[config.mk]
export PLATFORM = sky130hd
export DESIGN_NAME = burst_col_gen
export DESIGN_NICKNAME = d
export VERILOG_FILES = /design/src/rtl/burst_pkg.sv /design/src/rtl/burst_mode_dec.sv /design/src/rtl/burst_col_calc.sv /design/src/rtl/burst_col_gen.sv
export SDC_FILE = /design/constraint.sdc
export NUM_CORES = 1
export LEC_CHECK = 0
export BUFFER_PORTS_ARGS = -buffer_cell sky130_fd_sc_hd__clkbuf_2
export CAP_MARGIN = 40
export CORE_ASPECT_RATIO = 1.2
export CORE_MARGIN = 2
export CORE_UTILIZATION = 56
export DETAILED_ROUTE_END_ITERATION = 16
export GPL_ROUTABILITY_DRIVEN = 0
export PLACE_DENSITY = 0.86
export SLEW_MARGIN = 20
export SYNTH_ARGS = -nofsm -noshare
export SYNTH_HDL_FRONTEND = slang
export SYNTH_HIERARCHICAL = 1
export SYNTH_SLANG_ARGS = --single-unit
[constraint.sdc]
create_clock -name clk_i -period 2.8 [get_ports clk_i]
set_input_delay 0.28 -clock clk_i [delete_from_list [all_inputs] [get_ports clk_i]]
set_output_delay 0.28 -clock clk_i [all_outputs]
set_load 0.005 [all_outputs]
[src/rtl/burst_pkg.sv]
package burst_pkg;
  localparam int unsigned LEN_W = 2;  // log2 of fixed length, 0..3
  localparam int unsigned BLK_LOG2 = 3;

  typedef enum logic [2:0] {
    BL_ONE   = 3'b000,
    BL_TWO   = 3'b001,
    BL_FOUR  = 3'b010,
    BL_EIGHT = 3'b011,
    BL_PAGE  = 3'b111
  } bl_code_e;
endpackage

[src/rtl/burst_mode_dec.sv]
module burst_mode_dec
  import burst_pkg::*;
(
  input  logic [2:0]       bl_code_i,
  input  logic             interleave_i,
  input  logic             wr_single_i,
  input  logic             is_write_i,
  output logic [LEN_W-1:0] len_log2_o,
  output logic             full_o,
  output logic             illegal_o
);
  logic [LEN_W-1:0] prog_len;
  logic             prog_full;
  logic             bad_code;

  always_comb begin
    prog_len  = '0;
    prog_full = 1'b0;
    bad_code  = 1'b0;
    unique case (bl_code_i)
      BL_ONE:   prog_len = LEN_W'(0);
      BL_TWO:   prog_len = LEN_W'(1);
      BL_FOUR:  prog_len = LEN_W'(2);
      BL_EIGHT: prog_len = LEN_W'(3);
      BL_PAGE:  prog_full = 1'b1;
      default:  bad_code = 1'b1;
    endcase
  end

  // page length exists only in counting order
  assign illegal_o = bad_code | (prog_full & interleave_i);

  always_comb begin
    if (wr_single_i && is_write_i) begin
      len_log2_o = '0;
      full_o     = 1'b0;
    end else begin
      len_log2_o = prog_len;
      full_o     = prog_full;
    end
  end
endmodule

[src/rtl/burst_col_calc.sv]
module burst_col_calc
  import burst_pkg::*;
#(
  parameter int unsigned COL_W = 10
) (
  input  logic [COL_W-1:0] base_i,
  input  logic [COL_W-1:0] idx_i,
  input  logic [LEN_W-1:0] len_log2_i,
  input  logic             interleave_i,
  input  logic             full_i,
  output logic [COL_W-1:0] col_o
);
  logic [COL_W-1:0] sum;
  assign sum = base_i + idx_i;  // wraps at the row size

  for (genvar b = 0; b < COL_W; b++) begin : g_bit
    if (b < BLK_LOG2) begin : g_low
      logic in_blk;
      assign in_blk = LEN_W'(b) < len_log2_i;
      always_comb begin
        if (full_i)                      col_o[b] = sum[b];
        else if (in_blk && interleave_i) col_o[b] = base_i[b] ^ idx_i[b];
        else if (in_blk)                 col_o[b] = sum[b];
        else                             col_o[b] = base_i[b];
      end
    end else begin : g_high
      assign col_o[b] = full_i ? sum[b] : base_i[b];
    end
  end
endmodule

[src/rtl/burst_col_gen.sv]
module burst_col_gen
  import burst_pkg::*;
#(
  parameter int unsigned COL_W = 10
) (
  input  logic             clk_i,
  input  logic             rst_ni,
  input  logic             start_i,
  input  logic             is_write_i,
  input  logic [COL_W-1:0] col_i,
  input  logic [2:0]       bl_code_i,
  input  logic             interleave_i,
  input  logic             wr_single_i,
  input  logic             stop_i,
  output logic [COL_W-1:0] col_o,
  output logic             beat_valid_o,
  output logic             last_o,
  output logic             illegal_o
);
  localparam logic [COL_W-1:0] ONE = COL_W'(1);

  logic [LEN_W-1:0] dec_len;
  logic             dec_full;
  logic             go;

  logic             active_q;
  logic             full_q;
  logic             ilv_q;
  logic [LEN_W-1:0] len_q;
  logic [COL_W-1:0] base_q;
  logic [COL_W-1:0] idx_q;
  logic [COL_W-1:0] blk_top;

  burst_mode_dec u_dec (
    .bl_code_i    (bl_code_i),
    .interleave_i (interleave_i),
    .wr_single_i  (wr_single_i),
    .is_write_i   (is_write_i),
    .len_log2_o   (dec_len),
    .full_o       (dec_full),
    .illegal_o    (illegal_o)
  );

  assign go = start_i & ~illegal_o;

  assign blk_top = (ONE << len_q) - ONE;
  assign last_o  = active_q & ~full_q & (idx_q == blk_top);
  assign beat_valid_o = active_q;

  always_ff @(posedge clk_i or negedge rst_ni) begin
    if (!rst_ni) begin
      active_q <= 1'b0;
      full_q   <= 1'b0;
      ilv_q    <= 1'b0;
      len_q    <= '0;
      base_q   <= '0;
      idx_q    <= '0;
    end else if (go) begin
      // a new start outranks stop and the final beat
      active_q <= 1'b1;
      full_q   <= dec_full;
      ilv_q    <= interleave_i;
      len_q    <= dec_len;
      base_q   <= col_i;
      idx_q    <= '0;
    end else if (active_q) begin
      if (stop_i || last_o) active_q <= 1'b0;
      else                  idx_q    <= idx_q + ONE;
    end
  end

  burst_col_calc #(.COL_W(COL_W)) u_calc (
    .base_i       (base_q),
    .idx_i        (idx_q),
    .len_log2_i   (len_q),
    .interleave_i (ilv_q),
    .full_i       (full_q),
    .col_o        (col_o)
  );

  a_r1_quiet_reset: assert property (@(posedge clk_i)
    $rose(rst_ni) |-> !beat_valid_o && !last_o);

  a_r2_last_is_beat: assert property (@(posedge clk_i) disable iff (!rst_ni)
    last_o |-> beat_valid_o);

  a_r2_end_after_last: assert property (@(posedge clk_i) disable iff (!rst_ni)
    (last_o && !go) |=> !beat_valid_o);

  a_r3_block_bits_hold: assert property (@(posedge clk_i) disable iff (!rst_ni)
    (active_q && !full_q && !last_o && !stop_i && !go)
      |=> $stable(col_o[COL_W-1:BLK_LOG2]));

  a_r5_page_wrap: assert property (@(posedge clk_i) disable iff (!rst_ni)
    (active_q && full_q && (col_o == '1) && !stop_i && !go)
      |=> beat_valid_o && (col_o == '0));

  a_r6_stop_ends: assert property (@(posedge clk_i) disable iff (!rst_ni)
    (stop_i && !go) |=> !beat_valid_o);

  a_r7_illegal_ignored: assert property (@(posedge clk_i) disable iff (!rst_ni)
    (start_i && illegal_o && !active_q) |=> !beat_valid_o);

  a_r9_start_wins: assert property (@(posedge clk_i) disable iff (!rst_ni)
    go |=> beat_valid_o && (col_o == $past(col_i)));
endmodule

* Word level (Yosys, flattened, before mapping)
Index checks and enable logic that the tools add are counted.
Storage, ports and cells: word-level logic and storage cells 65, memories 0, bits in latches 0, output and inout bits 13, register bits after elaboration 25, input port bits 20, bits in writable memories 0, ROM bits 0
Operators by class: order comparisons 3, reduce and logical (&&, ||, !) cells 9, shift-type cells 1, add/sub/neg operators 3, equal/unequal tests 6, divide/modulo/power cells 0, muxes and demuxes 27, bitwise gates (word level) 10, multipliers 0
Operators by type and width (count):
- two-way mux 10 bit | 3
- two-way mux 1 bit | 22
- adder 10 x 1 -> 10 bit (second input constant) | 1
- adder 10 bit | 1
- == test 10 bit | 1
- left shift 1 x 2 -> 10 bit (first input constant) | 1
- subtractor 10 x 1 -> 10 bit (second input constant) | 1
- == test 3 x 2 -> 1 bit (second input constant) | 2
- one-hot mux 2 bit (3 select lines) | 1
- OR reduction 5 bit | 1
- AND 1 bit | 4
- logical AND 1 bit | 4
- less-than comparator 1 x 2 -> 1 bit (first input constant) | 2
- == test 3 x 1 -> 1 bit (second input constant) | 1
- == test 3 bit (second input constant) | 1
- zero test 3 bit | 1
- bitwise XOR 1 bit | 3
- less-than comparator 2 bit (first input constant) | 1
- two-way mux 2 bit | 1
- inequality test 2 bit (second input constant) | 1
- inverter 1 bit | 2
- AND reduction 2 bit | 1
- nonzero test 2 bit | 1
- logical OR 1 bit | 1
- bitwise OR 1 bit | 1

* Logic depth before layout (Yosys ltp)
depth after elaboration 8, mapped depth 8, mapped depth without buffers 8

* Cells and area by module
The synthesis kept the hierarchy.
Modules (own cells, without submodules):
- burst_col_gen | seq. area each 625.6 um^2, area an instance 1216.2 um^2, times used 1, cells each 132
- burst_col_calc | seq. area each 0.0 um^2, area an instance 626.9 um^2, times used 1, cells each 91
- burst_mode_dec | seq. area each 0.0 um^2, area an instance 42.5 um^2, times used 1, cells each 7

* Worst setup path after synthesis
No wires, ideal clock.
kind reg-to-output, from register idx_q[0], to output port col_o[6], arrival time 1880 ps, setup slack 640 ps, required time 2520 ps, cell stages (with the launch flop) 9, path buffers 0, cell sequence dfrtp_1 > ha_1 > inv_1 > fa_1 > nand2b_1 > a21oi_1 > o21ai_1 > a211o_1 > o221ai_1
On the way: cells in the longest elaborated chain, start to end 2
RTL lines:
- from (decl) | RTL line burst_col_gen.sv:31 | logic [COL_W-1:0] idx_q;
- from (signal assigned) | RTL line burst_col_gen.sv:68 | else idx_q <= idx_q + ONE;
- adder 10 bit | RTL line burst_col_calc.sv:14 | assign sum = base_i + idx_i;
- two-way mux 1 bit | RTL line burst_col_calc.sv:27 | assign col_o[b] = full_i ? sum[b] : base_i[b];
- to (decl) | RTL line burst_col_gen.sv:15 | output logic [COL_W-1:0] col_o,
Every way passes these cells.

* Worst setup path after layout
Same ends and word-level chain as after synthesis.

==> impl_metrics.json <==
{
  "endpoint": "col_o[6]",
  "nNetsFinal": 293,
  "tightest_slew_ns": 0.627,
  "htree_num_levels": 1,
  "max-clock-path-buffers": 2,
  "report.final.slew_viol_count": 0,
  "num_io_pins": 33,
  "ir_worst_vdd_uv": 319,
  "yosys.area.top_type": "dfrtp_1",
  "critPathLaunchType": "flop",
  "grt_max_degree": 26,
  "area_delta_synth_final_pct": 13.1,
  "rows": 23,
  "clkSlewWorstSetupHoldPaths_ns": 0.09,
  "p_leak_nw": 0.985,
  "finalSetupTns_ns": 0,
  "initial_core_util_pct": 57.5,
  "viasPerCell": 5.89,
  "synth-main-ff-cell": "dfrtp_1",
  "period_needed_ns": 2.68,
  "sw_frac_of_total_pct": 34.8,
  "syn_avg_cell_area_um2": 8.20,
  "synth_top_area_share_pct": 33.2,
  "hold_viol": 0,
  "drc": 0,
  "finalCritPeriodShare_pct": 95.9,
  "cap_viol_max_count": 0,
  "syn_nets": 261,
  "rr_worst_depth": 4,
  "wl_per_cell_um": 14.3,
  "switchingPower_uw": 346,
  "grt_pass1_wl_mm": 7.14,
  "path_class": "reg2out",
  "final_layout_size_suffix_gt1_share_pct": 19.5,
  "first_global_vias": 1694,
  "p_int_uw": 650,
  "antenna_found_initial": 0,
  "grt_usage_pct": 23.2,
  "hpwl_mm": 3.13,
  "coreArea_um2": 3280,
  "ys_ff_latch": 25,
  "setup_violations": 0,
  "r2r_end": "beat_valid_o$_DFF_PN0_",
  "clock_latency_ns": 0.27,
  "worstPathRequired_ns": 2.52,
  "die_w_um": 57.0,
  "syn_inst": 230,
  "r2r_slack_ns": 1.12,
  "yosysMostFrequentCell": "nand2_1",
  "drtPass1Iterations": 4,
  "wl_mm": 4.26,
  "fin_skew_ns": 0.00208,
  "num_vias": 1754,
  "holdWs_ns": 0.00630,
  "synth_commonest_cells": "nand2_1 (60), dfrtp_1 (25), nor2_1 (16)",
  "p_comb_share_pct": 33.0,
  "p_seq_share_pct": 45.2,
  "cts_tree": "done",
  "maxSlewHeadroom_pct": 58.2,
  "detailedRoute.firstIterationViolations": 111,
  "rsz0062_at_grt": "no",
  "crit_arrival_ns": 2.40,
  "outcome": "finished clean",
  "cts_setup_buffers": 0,
  "timing.fmax_ghz": 0.373,
  "synth_edf_count": 0,
  "cts_made_buffers": 3,
  "ctsResizeCount": 0,
  "synthArstFlopShare_pct": 100,
  "synth.area.top_cells": "dfrtp_1 (33%), nand2_1 (12%), ha_1 (6.6%)",
  "cts.sinks": 25,
  "die_y_um": 67.6,
  "ys_warn_count": 6,
  "cellPowerDensity_nw_per_um2": 467,
  "io_buffers": 32,
  "synth_cell_types": 50,
  "hold_buffers": 0,
  "hold_class": "in2async",
  "n_antenna_cell": 0,
  "power_frac_clock_pct": 21.9,
  "cts-root-buf": "clkbuf_8",
  "yosysSeqAreaShare_pct": 33.2,
  "dieArea_um2": 3850,
  "r2r_start": "idx_q[5]$_DFFE_PN0P_",
  "ant_nets": 0,
  "endpoint_kind": "output pin",
  "globalRouteOverflowTotal": 0,
  "netlist_area_um2": 1890,
  "critPathLaunch": "idx_q[0]$_DFFE_PN0P_",
  "cp_max_fo": 8
}
-- metal layers --
layer | track usage, % | part of all wire (%) | vias to the layer above | wire (um)
li1 | - | - | 874 | -
met3 | 2.30 | 3.6 | 7 | 154
met2 | 45.4 | 54 | 43 | 2290
met5 | 0 | 0 | - | 0
met4 | 8.72 | 1.4 | 0 | 60
met1 | 25.7 | 41 | 830 | 1750
-- worst max-delay path, cell delays in order (launching register included) --
cell	delay, ns
dfrtp_2	0.44
ha_1	0.22
inv_1	0.06
fa_1	0.38
nand2b_1	0.20
a21oi_2	0.17
o21ai_1	0.13
a211o_1	0.31
o221ai_1	0.08
clkbuf_2	0.15
-- state kept, by name, indices dropped and copies added, names as in the netlist --
name,cells
base_q,10
idx_q,10
len_q,2
beat_valid_o,1
full_q,1
ilv_q,1
-- power by group through the flow --
stage	Clock [mW]	Sequential, mW	Combinational, mW
detailed placement	0	0.455	0.322
global placement	0	0.453	0.311
floorplan	0	0.438	0.233
global route	0.228	0.457	0.365
CTS	0.223	0.449	0.326
finish	0.218	0.450	0.328
-- cell families after synthesis --
logic type / synth area share [%]
AND/OR/NAND/NOR: 27.7
AO/OA/AOI/OAI: 20.1
adder cells (fa/ha/maj): 7.70
XOR/XNOR: 4.18
flip-flops: 33.2
multiplexers: 3.32
buffers and inverters: 3.78
-- per-stage QoR --
| stage | std cells | util [%] | area, um2 | total power [mW] | setup slack (ns) |
|---|---|---|---|---|---|
| 6_report | 298 | 65.0 | 2130 | 0.996 | 0.116 |
| 5_1_grt | 298 | 65.0 | 2130 | 1.05 | 0.00224 |
| 3_5_place_dp | 293 | 63.0 | 2070 | 0.777 | 0.337 |
| 3_3_place_gp | 293 | 63.0 | 2070 | 0.764 | 0.407 |
| 4_1_cts | 297 | 64.4 | 2110 | 0.998 | 0.0162 |
| 2_1_floorplan | 230 | - | 1890 | 0.671 | 0.640 |
-- cell type report --
type / instances / area [um2]
fillers: 285 / 1150
repair buffers: 34 / 179
inverters: 10 / 37.5
flip-flops and latches: 25 / 627
well taps: 37 / 46.3
clock inverters: 1 / 5.00
clock buffers: 3 / 41.3
multi-input cells: 188 / 1200
-- layout by cell type (no fill, tap or decap), types with 6 or more instances in the layout --
master	n
dfrtp_1	24
nand2_1	60
nor2_1	16
xnor2_1	7
inv_1	10
clkbuf_2	32
ha_1	10
a21oi_1	9
nor3_1	8
nand2b_1	6
nand3_1	7
-- worst min-delay path by stage --
stage	endpoint	slack (ns)	depth (start not counted)
floorplan	base_q[0]$_DFFE_PN0P_	-0.02	0
global placement	base_q[6]$_DFFE_PN0P_	0.32	1
detailed placement	base_q[6]$_DFFE_PN0P_	0.33	1
CTS	base_q[6]$_DFFE_PN0P_	0.03	1
global route	base_q[6]$_DFFE_PN0P_	0.06	1
finish	base_q[6]$_DFFE_PN0P_	0.006	1
(Power assumes the default switching activity.)
